--- src/rtl/bt_fr_pkg.sv ---
package bt_fr_pkg;

    typedef enum logic [2:0] {
        ST_IDLE = 3'd0,
        ST_FWD  = 3'd1,
        ST_WAIT = 3'd2,
        ST_RSP  = 3'd3,
        ST_DROP = 3'd4,
        ST_FIN  = 3'd5,
        ST_CAP  = 3'd6
    } fr_state_e;

    localparam logic [7:0] NETFN_APP_REQ  = 8'h18;
    localparam logic [7:0] CMD_CAPS       = 8'h36;
    localparam logic [7:0] RSP_NETFN_BIT  = 8'h04;
    localparam logic [7:0] CC_TOO_LONG    = 8'hCA;
    localparam logic [7:0] CAP_MAX_REQS   = 8'd1;
    localparam logic [7:0] CAP_RSP_SECS   = 8'd10;
    localparam logic [7:0] CAP_RETRIES    = 8'd0;
    localparam int         MIN_FRAME      = 4;
    localparam int         CAP_LEN        = 10;

    function automatic logic [7:0] size_byte(input int unsigned depth);
        return (depth > 255) ? 8'hFF : 8'(depth);
    endfunction

endpackage

--- src/rtl/bt_fr_inbuf.sv ---
module bt_fr_inbuf #(
    parameter int DEPTH = 64,
    localparam int AW    = $clog2(DEPTH),
    localparam int CNT_W = $clog2(DEPTH + 2)
) (
    input  logic             clk,
    input  logic             rst_n,
    input  logic             wr_en_i,
    input  logic [7:0]       wr_data_i,
    input  logic             clr_i,
    output logic [CNT_W-1:0] cnt_o,
    output logic [3:0][7:0]  hdr_o,
    input  logic [AW-1:0]    rd_idx_i,
    output logic [7:0]       rd_data_o
);

    localparam int CNT_MAX = DEPTH + 1;

    logic [7:0]       mem [DEPTH];
    logic [CNT_W-1:0] cnt_d, cnt_q;
    logic             store;

    always_comb begin
        cnt_d = cnt_q;
        store = 1'b0;
        if (clr_i) begin
            cnt_d = '0;
        end else if (wr_en_i) begin
            store = (int'(cnt_q) < DEPTH);
            if (int'(cnt_q) < CNT_MAX) begin
                cnt_d = cnt_q + 1'b1;
            end
        end
    end

    always_ff @(posedge clk) begin
        if (!rst_n) begin
            cnt_q <= '0;
        end else begin
            cnt_q <= cnt_d;
        end
    end

    always_ff @(posedge clk) begin
        if (store) begin
            mem[AW'(cnt_q)] <= wr_data_i;
        end
    end

    assign cnt_o     = cnt_q;
    assign rd_data_o = mem[rd_idx_i];

    for (genvar g = 0; g < 4; g++) begin : g_hdr
        assign hdr_o[g] = mem[g];
    end

    AST_CNT_SATURATES: assert property (@(posedge clk) disable iff (!rst_n)
        int'(cnt_q) <= CNT_MAX);

endmodule

--- src/rtl/bt_fr_outbuf.sv ---
module bt_fr_outbuf #(
    parameter int DEPTH = 64,
    localparam int AW = $clog2(DEPTH)
) (
    input  logic          clk,
    input  logic          we_i,
    input  logic [AW-1:0] waddr_i,
    input  logic [7:0]    wdata_i,
    input  logic [AW-1:0] raddr_i,
    output logic [7:0]    rdata_o
);

    logic [7:0] mem [DEPTH];

    always_ff @(posedge clk) begin
        if (we_i) begin
            mem[waddr_i] <= wdata_i;
        end
    end

    assign rdata_o = mem[raddr_i];

endmodule

--- src/rtl/bt_fr_seq.sv ---
module bt_fr_seq
    import bt_fr_pkg::*;
#(
    parameter int IN_DEPTH  = 64,
    parameter int OUT_DEPTH = 64,
    parameter int TAG_W     = 8,
    localparam int IN_AW  = $clog2(IN_DEPTH),
    localparam int CNT_W  = $clog2(IN_DEPTH + 2),
    localparam int OUT_AW = $clog2(OUT_DEPTH),
    localparam int OLEN_W = $clog2(OUT_DEPTH + 1)
) (
    input  logic              clk,
    input  logic              rst_n,
    input  logic              req_go_i,
    input  logic              atn_clr_i,
    input  logic [CNT_W-1:0]  in_cnt_i,
    input  logic [3:0][7:0]   in_hdr_i,
    input  logic [7:0]        in_rd_data_i,
    output logic [IN_AW-1:0]  in_rd_idx_o,
    output logic              in_clr_o,
    output logic              out_we_o,
    output logic [OUT_AW-1:0] out_waddr_o,
    output logic [7:0]        out_wdata_o,
    output logic [OLEN_W-1:0] out_len_o,
    output logic              busy_o,
    output logic              atn_o,
    output logic              evt_o,
    output logic              fwd_valid_o,
    input  logic              fwd_ready_i,
    output logic [7:0]        fwd_data_o,
    output logic              fwd_last_o,
    output logic [TAG_W-1:0]  fwd_tag_o,
    input  logic              bk_valid_i,
    input  logic [7:0]        bk_data_i,
    input  logic              bk_last_i,
    input  logic [TAG_W-1:0]  bk_tag_i
);

    localparam int         RL_W     = $clog2(OUT_DEPTH);
    localparam int         RL_MAX   = OUT_DEPTH - 1;
    localparam int         FIT_MAX  = OUT_DEPTH - 2;
    localparam logic [7:0] IN_SIZE  = size_byte(IN_DEPTH);
    localparam logic [7:0] OUT_SIZE = size_byte(OUT_DEPTH);

    typedef struct packed {
        fr_state_e         st;
        logic [7:0]        seq;
        logic [7:0]        netfn;
        logic [7:0]        cmd;
        logic [IN_AW-1:0]  idx;
        logic [RL_W-1:0]   rlen;
        logic [3:0]        step;
        logic [TAG_W-1:0]  tag;
        logic              busy;
        logic              atn;
        logic              evt;
        logic [OLEN_W-1:0] olen;
    } ctx_t;

    ctx_t              d, q;
    logic              done;
    logic [OLEN_W-1:0] done_len;
    logic              too_long;
    logic              last_fwd;
    logic [7:0]        cap_byte;

    assign too_long = (int'(q.rlen) > FIT_MAX);
    assign last_fwd = (int'(q.idx) == int'(in_cnt_i) - 1);

    always_comb begin
        case (q.step)
            4'd0:    cap_byte = 8'(CAP_LEN - 1);
            4'd1:    cap_byte = q.netfn | RSP_NETFN_BIT;
            4'd2:    cap_byte = q.seq;
            4'd3:    cap_byte = q.cmd;
            4'd4:    cap_byte = 8'h00;
            4'd5:    cap_byte = CAP_MAX_REQS;
            4'd6:    cap_byte = IN_SIZE;
            4'd7:    cap_byte = OUT_SIZE;
            4'd8:    cap_byte = CAP_RSP_SECS;
            default: cap_byte = CAP_RETRIES;
        endcase
    end

    always_comb begin
        d           = q;
        d.evt       = 1'b0;
        in_clr_o    = 1'b0;
        out_we_o    = 1'b0;
        out_waddr_o = '0;
        out_wdata_o = '0;
        done        = 1'b0;
        done_len    = '0;

        if (atn_clr_i) begin
            d.atn = 1'b0;
        end

        case (q.st)
            ST_IDLE: begin
                if (req_go_i) begin
                    d.busy = 1'b1;
                    if (int'(in_cnt_i) >= MIN_FRAME) begin
                        if ((int'(in_cnt_i) > IN_DEPTH) ||
                            (int'(in_hdr_i[0]) != int'(in_cnt_i) - 1)) begin
                            in_clr_o = 1'b1;
                        end else begin
                            d.seq   = in_hdr_i[2];
                            d.netfn = in_hdr_i[1];
                            d.cmd   = in_hdr_i[3];
                            d.step  = '0;
                            if (in_hdr_i[1] == NETFN_APP_REQ && in_hdr_i[3] == CMD_CAPS) begin
                                d.st = ST_CAP;
                            end else begin
                                d.st  = ST_FWD;
                                d.idx = IN_AW'(1);
                            end
                        end
                    end
                end
            end

            ST_FWD: begin
                if (fwd_ready_i) begin
                    if (last_fwd) begin
                        d.st = ST_WAIT;
                    end else if (q.idx == IN_AW'(1)) begin
                        d.idx = IN_AW'(3);
                    end else begin
                        d.idx = q.idx + 1'b1;
                    end
                end
            end

            ST_WAIT: begin
                if (bk_valid_i) begin
                    if (bk_tag_i == q.tag) begin
                        d.tag       = q.tag + 1'b1;
                        d.netfn     = bk_data_i;
                        d.rlen      = RL_W'(1);
                        d.step      = '0;
                        out_we_o    = 1'b1;
                        out_waddr_o = OUT_AW'(1);
                        out_wdata_o = bk_data_i;
                        d.st        = bk_last_i ? ST_FIN : ST_RSP;
                    end else if (!bk_last_i) begin
                        d.st = ST_DROP;
                    end
                end
            end

            ST_RSP: begin
                if (bk_valid_i) begin
                    if (q.rlen == RL_W'(1)) begin
                        d.cmd = bk_data_i;
                    end
                    if (int'(q.rlen) + 2 < OUT_DEPTH) begin
                        out_we_o    = 1'b1;
                        out_waddr_o = OUT_AW'(int'(q.rlen) + 2);
                        out_wdata_o = bk_data_i;
                    end
                    if (int'(q.rlen) < RL_MAX) begin
                        d.rlen = q.rlen + 1'b1;
                    end
                    if (bk_last_i) begin
                        d.st   = ST_FIN;
                        d.step = '0;
                    end
                end
            end

            ST_DROP: begin
                if (bk_valid_i && bk_last_i) begin
                    d.st = ST_WAIT;
                end
            end

            ST_FIN: begin
                d.step = q.step + 4'd1;
                case (q.step)
                    4'd0: begin
                        out_we_o    = 1'b1;
                        out_waddr_o = '0;
                        out_wdata_o = too_long ? 8'd4 : 8'(int'(q.rlen) + 1);
                    end
                    4'd1: begin
                        out_we_o    = 1'b1;
                        out_waddr_o = OUT_AW'(2);
                        out_wdata_o = q.seq;
                    end
                    default: begin
                        if (too_long) begin
                            out_we_o    = 1'b1;
                            out_waddr_o = OUT_AW'(4);
                            out_wdata_o = CC_TOO_LONG;
                        end
                        done     = 1'b1;
                        done_len = too_long ? OLEN_W'(5) : OLEN_W'(int'(q.rlen) + 2);
                    end
                endcase
            end

            ST_CAP: begin
                out_we_o    = 1'b1;
                out_waddr_o = OUT_AW'(q.step);
                out_wdata_o = cap_byte;
                d.step      = q.step + 4'd1;
                if (int'(q.step) == CAP_LEN - 1) begin
                    done     = 1'b1;
                    done_len = OLEN_W'(CAP_LEN);
                end
            end

            default: d.st = ST_IDLE;
        endcase

        if (done) begin
            d.st   = ST_IDLE;
            d.busy = 1'b0;
            d.atn  = 1'b1;
            d.evt  = 1'b1;
            d.olen = done_len;
        end
    end

    always_ff @(posedge clk) begin
        if (!rst_n) begin
            q <= '0;
        end else begin
            q <= d;
        end
    end

    assign in_rd_idx_o = q.idx;
    assign fwd_valid_o = (q.st == ST_FWD);
    assign fwd_data_o  = in_rd_data_i;
    assign fwd_last_o  = (q.st == ST_FWD) && last_fwd;
    assign fwd_tag_o   = q.tag;
    assign out_len_o   = q.olen;
    assign busy_o      = q.busy;
    assign atn_o       = q.atn;
    assign evt_o       = q.evt;

    AST_GO_SETS_BUSY: assert property (@(posedge clk) disable iff (!rst_n)
        (req_go_i && q.st == ST_IDLE) |=> busy_o);
    AST_FWD_HOLDS: assert property (@(posedge clk) disable iff (!rst_n)
        (fwd_valid_o && !fwd_ready_i) |=> (fwd_valid_o && $stable(fwd_data_o)));
    AST_NO_FWD_WHILE_WAITING: assert property (@(posedge clk) disable iff (!rst_n)
        (q.st == ST_WAIT) |=> !fwd_valid_o);
    AST_TAG_STEPS_BY_ONE: assert property (@(posedge clk) disable iff (!rst_n)
        !$stable(q.tag) |-> (q.tag == $past(q.tag) + 1'b1));
    AST_OUT_LEN_FITS: assert property (@(posedge clk) disable iff (!rst_n)
        int'(out_len_o) <= OUT_DEPTH);
    AST_EVT_ONE_CYCLE: assert property (@(posedge clk) disable iff (!rst_n)
        evt_o |=> !evt_o);
    AST_EVT_FREES_BUSY: assert property (@(posedge clk) disable iff (!rst_n)
        evt_o |-> (!busy_o && atn_o));

endmodule

--- src/rtl/bt_msg_framer.sv ---
module bt_msg_framer #(
    parameter int IN_DEPTH  = 64,
    parameter int OUT_DEPTH = 64,
    parameter int TAG_W     = 8,
    localparam int IN_AW  = $clog2(IN_DEPTH),
    localparam int CNT_W  = $clog2(IN_DEPTH + 2),
    localparam int OUT_AW = $clog2(OUT_DEPTH),
    localparam int OLEN_W = $clog2(OUT_DEPTH + 1)
) (
    input  logic              clk,
    input  logic              rst_n,
    input  logic              host_wr_en,
    input  logic [7:0]        host_wr_data,
    input  logic              host_wr_clr,
    input  logic              req_go,
    input  logic [OUT_AW-1:0] out_rd_addr,
    output logic [7:0]        out_rd_data,
    output logic [OLEN_W-1:0] out_len,
    output logic              bmc_busy,
    output logic              b2h_atn,
    input  logic              atn_clr,
    output logic              rsp_evt,
    output logic              fwd_valid,
    input  logic              fwd_ready,
    output logic [7:0]        fwd_data,
    output logic              fwd_last,
    output logic [TAG_W-1:0]  fwd_tag,
    input  logic              bk_valid,
    input  logic [7:0]        bk_data,
    input  logic              bk_last,
    input  logic [TAG_W-1:0]  bk_tag
);

    logic [CNT_W-1:0]  in_cnt;
    logic [3:0][7:0]   in_hdr;
    logic [IN_AW-1:0]  in_rd_idx;
    logic [7:0]        in_rd_data;
    logic              seq_clr;
    logic              ob_we;
    logic [OUT_AW-1:0] ob_waddr;
    logic [7:0]        ob_wdata;

    bt_fr_inbuf #(.DEPTH(IN_DEPTH)) u_inbuf (
        .clk       (clk),
        .rst_n     (rst_n),
        .wr_en_i   (host_wr_en),
        .wr_data_i (host_wr_data),
        .clr_i     (host_wr_clr | seq_clr),
        .cnt_o     (in_cnt),
        .hdr_o     (in_hdr),
        .rd_idx_i  (in_rd_idx),
        .rd_data_o (in_rd_data)
    );

    bt_fr_outbuf #(.DEPTH(OUT_DEPTH)) u_outbuf (
        .clk     (clk),
        .we_i    (ob_we),
        .waddr_i (ob_waddr),
        .wdata_i (ob_wdata),
        .raddr_i (out_rd_addr),
        .rdata_o (out_rd_data)
    );

    bt_fr_seq #(
        .IN_DEPTH  (IN_DEPTH),
        .OUT_DEPTH (OUT_DEPTH),
        .TAG_W     (TAG_W)
    ) u_seq (
        .clk          (clk),
        .rst_n        (rst_n),
        .req_go_i     (req_go),
        .atn_clr_i    (atn_clr),
        .in_cnt_i     (in_cnt),
        .in_hdr_i     (in_hdr),
        .in_rd_data_i (in_rd_data),
        .in_rd_idx_o  (in_rd_idx),
        .in_clr_o     (seq_clr),
        .out_we_o     (ob_we),
        .out_waddr_o  (ob_waddr),
        .out_wdata_o  (ob_wdata),
        .out_len_o    (out_len),
        .busy_o       (bmc_busy),
        .atn_o        (b2h_atn),
        .evt_o        (rsp_evt),
        .fwd_valid_o  (fwd_valid),
        .fwd_ready_i  (fwd_ready),
        .fwd_data_o   (fwd_data),
        .fwd_last_o   (fwd_last),
        .fwd_tag_o    (fwd_tag),
        .bk_valid_i   (bk_valid),
        .bk_data_i    (bk_data),
        .bk_last_i    (bk_last),
        .bk_tag_i     (bk_tag)
    );

endmodule

--- config.mk ---
export PLATFORM = sky130hd
export DESIGN_NAME = bt_msg_framer
export DESIGN_NICKNAME = d
export VERILOG_FILES = /design/src/rtl/bt_fr_pkg.sv /design/src/rtl/bt_fr_inbuf.sv /design/src/rtl/bt_fr_outbuf.sv /design/src/rtl/bt_fr_seq.sv /design/src/rtl/bt_msg_framer.sv
export SDC_FILE = /design/constraint.sdc
export NUM_CORES = 1
export LEC_CHECK = 0
export ABC_CLOCK_PERIOD_IN_PS = 11680
export CAP_MARGIN = 25
export CORE_AREA = 2 2 359 361
export DETAILED_ROUTE_END_ITERATION = 12
export DIE_AREA = 0 0 361 363
export PLACE_DENSITY = 0.6
export SYNTH_ARGS = -nofsm -noshare
export SYNTH_HDL_FRONTEND = slang
export SYNTH_SLANG_ARGS = --single-unit
--- constraint.sdc ---
create_clock -name clk -period 11.68 [get_ports clk]
set_input_delay 2.92 -clock clk [delete_from_list [all_inputs] [get_ports clk]]
set_output_delay 2.92 -clock clk [all_outputs]
set_load 0.02 [all_outputs]
==> run_results.csv <==
group,metric,value,unit
worst_setup_path,crit_top_cell,"mux4_2",
logic_synthesis,syn-num-nets,2296,
global_routing,grt_pass1_wl,158900,µm
clocking,post_cts_resized,0,
die,coreArea,127000,µm²
logic_synthesis,netlist_instances,2243,
pwr,vdd_drop_max,0.1183,mV
logic_synthesis,synthFlopType,"edfxtp_1",
final_layout,final_cell_mix,"edfxtp_1, mux4_2, nor2_1",
sta,final-hold-violation-count,0,
final_layout,fin_nets,2443,
routing,vias,22590,
sta,fmax,0.1075,GHz
routing,wire_per_inst,26.26,µm
worst_setup_path,crit_chain,"clkbuf_8 > buf_12 > mux4_2 > mux4_2 > mux4_2 > clkdlybuf4s50_1",
logic_synthesis,synthesis.area,44280,µm²
worst_setup_path,cp.arrival,6380,ps
worst_setup_path,worstSetupPathType,"in -> out",
final_layout,layout_commonest_cell,"edfxtp_1",
clocking,htree_levels,3,
logic_synthesis,async_flop_share,0,%
sta,report.final.slew_viol_count,0,
logic_synthesis,synthSimpleGateAreaFrac,4.615,%
routing,ant_nets,0,
sta,timing.final.crit_share,79.63,%
sta,layout_setup_ws,2379,ps
placement,placed_cell_area,47170,µm²
clocking,tritoncts,"built",
logic_synthesis,synth_top_family_by_area,"multiplexers",
die,die_h,363,µm
hold_path,worstHoldStart,"u_seq.atn_o",
worst_setup_path,critPathMaxStageDelay,640,ps
clocking,insertion_delay,720,ps
clocking,ctsHoldBuffers,0,
logic_synthesis,synth_compound_area_share,2.309,%
run,maxCapViolCount,0,
sta,hold_ws,488.0,ps
sta,finalSetupViolations,0,
placement,place_congestion,0.8529,
die,row_count,131,
hold_path,holdPathEnd,"u_seq.atn_o",
routing,drtIter0Drc,2618,
logic_synthesis,yosysSeqAreaShare,72.75,%
worst_setup_path,crit_path_start_kind,"input port",
logic_synthesis,synth_cell_types,76,
worst_setup_path,timing.reg2reg.setup_slack,7010,ps
worst_setup_path,ff2ff_path_depth,10,
logic_synthesis,muxShareOfSynthArea,17.39,%
clocking,clkSlewWorstSetupHoldPaths,60,ps
final_layout,area.growth.synth_to_final,14.84,%
clocking,cts_buffer_depth,3,
status,outcome,"finished, final reports clean",
die,dieArea,131000,µm²
routing,drt_pass1_iterations,7,
global_routing,track_usage,16.55,%
die,io_pins,75,
worst_setup_path,r2r_end,"u_inbuf.mem[27][2]",
logic_synthesis,synthAdderAreaFrac,0.3956,%
clocking,cts.sinks,1097,
sta,fin_crit,9301,ps
routing,wirelength,108700,µm
logic_synthesis,synth_seq_cells,1097,
worst_setup_path,r2r-start,"u_inbuf.cnt_o[1]",
hold_path,hold_depth,2,
global_routing,overflow,0,
worst_setup_path,path_max_fanout,71,
routing,drc,0,
worst_setup_path,crit_path_end_kind,"output port",
logic_synthesis,avgSynthCellArea,19.74,µm²
global_routing,antenna_found_initial,4,
clocking,postCtsSetupBuffers,0,
placement,port_buffers,74,
worst_setup_path,slowest_stage,"clkbuf_8",
final_layout,final_area,50850,µm²
final_layout,fill_cells,11110,
die,initial_core_util,34.86,%
routing,viasPerCell,5.456,
logic_synthesis,synth-xor-area-share,0.8788,%
final_layout,drive_above_1_share,26.04,%
sta,grt_setup_unrepaired,"no",
pwr,leakage,16.74,nW
die,die_x,361,µm
sta,setup_tns,0,ps
global_routing,grt_max_degree,79,
clocking,tritoncts.num_buffers,108,
sta,tightest_slew,1086,ps
sta,max-slew-margin-rel,27.33,%
sta,fin_worst_skew,30.65,ps
logic_synthesis,ys_warn_count,0,
worst_setup_path,cp.required,8760,ps
placement,hpwl,67770,µm
placement,dp_slack,2291,ps
global_routing,grt_pass1_vias,23090,
logic_synthesis,synth_edf_count,1024,
pwr,pwr_density_cell,152.3,nW/µm²
final_layout,fin_util,40.03,%
hold_path,hold_class,"reg -> reg",
clocking,root_buffer,"clkbuf_16",
==> kinds of logic (layout without fill, tap and decap cells) <==
group,count (synthesis),count (layout)
DFF,1097,1097
and+or+nand+nor,434,434
muxes,349,349
buffers and inverters,158,392
AOI/OAI and AO/OA,149,149
xor gates and xnor gates,42,42
adders and majority gates,14,14
other,0,1
==> stage by stage <==
| step | instances | power, mW |
|---|---|---|
| after floorplan | 2243 | 4.426 |
| after global placement | 3878 | 4.499 |
| after detailed placement | 3915 | 4.505 |
| after CTS | 4112 | 7.821 |
| after global routing | 4139 | 7.969 |
| final | 4140 | 7.744 |
==> where the power goes <==
| part | internal, mW | switching (mW) | total [mW] |
|---|---|---|---|
| clock | 1.86 | 1.46 | 3.32 |
| combinational | 0.0555 | 0.101 | 0.156 |
| sequential | 4.26 | 0.00237 | 4.26 |
| total | 6.18 | 1.57 | 7.74 |
==> registers in the layout, indices dropped and copies added, names as in the netlist, named ones only <==
signal / count
u_seq.atn_o: 1
u_inbuf.mem: 512
u_seq.out_len_o: 7
u_outbuf.mem: 512
u_seq.q: 36
u_seq.in_rd_idx_o: 6
u_inbuf.cnt_o: 7
u_seq.evt_o: 1
u_seq.busy_o: 1
u_seq.fwd_tag_o: 8
==> worst max path at each step <==
stage                   start        endpoint  slack, ps  cells past startpoint
3_5_place_dp   out_rd_addr[0]  out_rd_data[5]       2290                      6
6_report       out_rd_addr[0]  out_rd_data[5]       2380                      6
2_1_floorplan  out_rd_addr[0]  out_rd_data[0]       3730                      5
3_3_place_gp   out_rd_addr[0]  out_rd_data[4]       2360                      6
4_1_cts        out_rd_addr[0]  out_rd_data[5]       2290                      6
5_1_grt        out_rd_addr[0]  out_rd_data[5]       2180                      6
==> synth_stat cells, types with 11 or more instances <==
| cell type | instances | area (µm²) |
|---|---|---|
| nor3_1 | 40 | 200.2 |
| o21ai_0 | 36 | 180.2 |
| buf_4 | 18 | 135.1 |
| xor2_1 | 11 | 96.34 |
| ha_1 | 14 | 175.2 |
| dfxtp_1 | 73 | 1461 |
| a31oi_1 | 15 | 93.84 |
| clkbuf_1 | 77 | 289.0 |
| nand3_1 | 33 | 165.2 |
| buf_2 | 37 | 185.2 |
| mux4_2 | 336 | 7567 |
| nor2_1 | 177 | 664.4 |
| a21oi_1 | 30 | 150.1 |
| inv_1 | 14 | 52.55 |
| edfxtp_1 | 1024 | 30750 |
| nand2_1 | 81 | 304.0 |
| xnor2_1 | 29 | 254.0 |
| nor4_1 | 21 | 131.4 |
| nand4_1 | 19 | 118.9 |
| mux2i_1 | 11 | 110.1 |
==> cell type report <==
cell class	count	area, µm²	area share, %
Antenna cell	1	2.502	0.004921
Clock buffer	144	2945	5.793
Clock inverter	53	431.7	0.8490
Inverter	14	52.55	0.1034
Multi-Input combinational cell	988	11410	22.45
Sequential cell	1097	32220	63.37
Tap cell	1662	2079	4.090
Timing Repair Buffer	181	1702	3.347
==> critical path: cells and delay by family <==
kind	cells	cell delay, ps
buffers and inverters	3	1690
muxes	3	1650
==> metal layers <==
metal / part of all wire (%) / vias to the layer above / track usage [%]
met1: 40 / 11940 / 21.26
met4: 3.1 / 2 / 5.940
met5: 0.0092 / - / 0
met2: 50 / 905 / 27.64
met3: 7.1 / 188 / 3.696
li1: - / 9556 / -
Note: power is estimated with default switching activity, not from simulation.
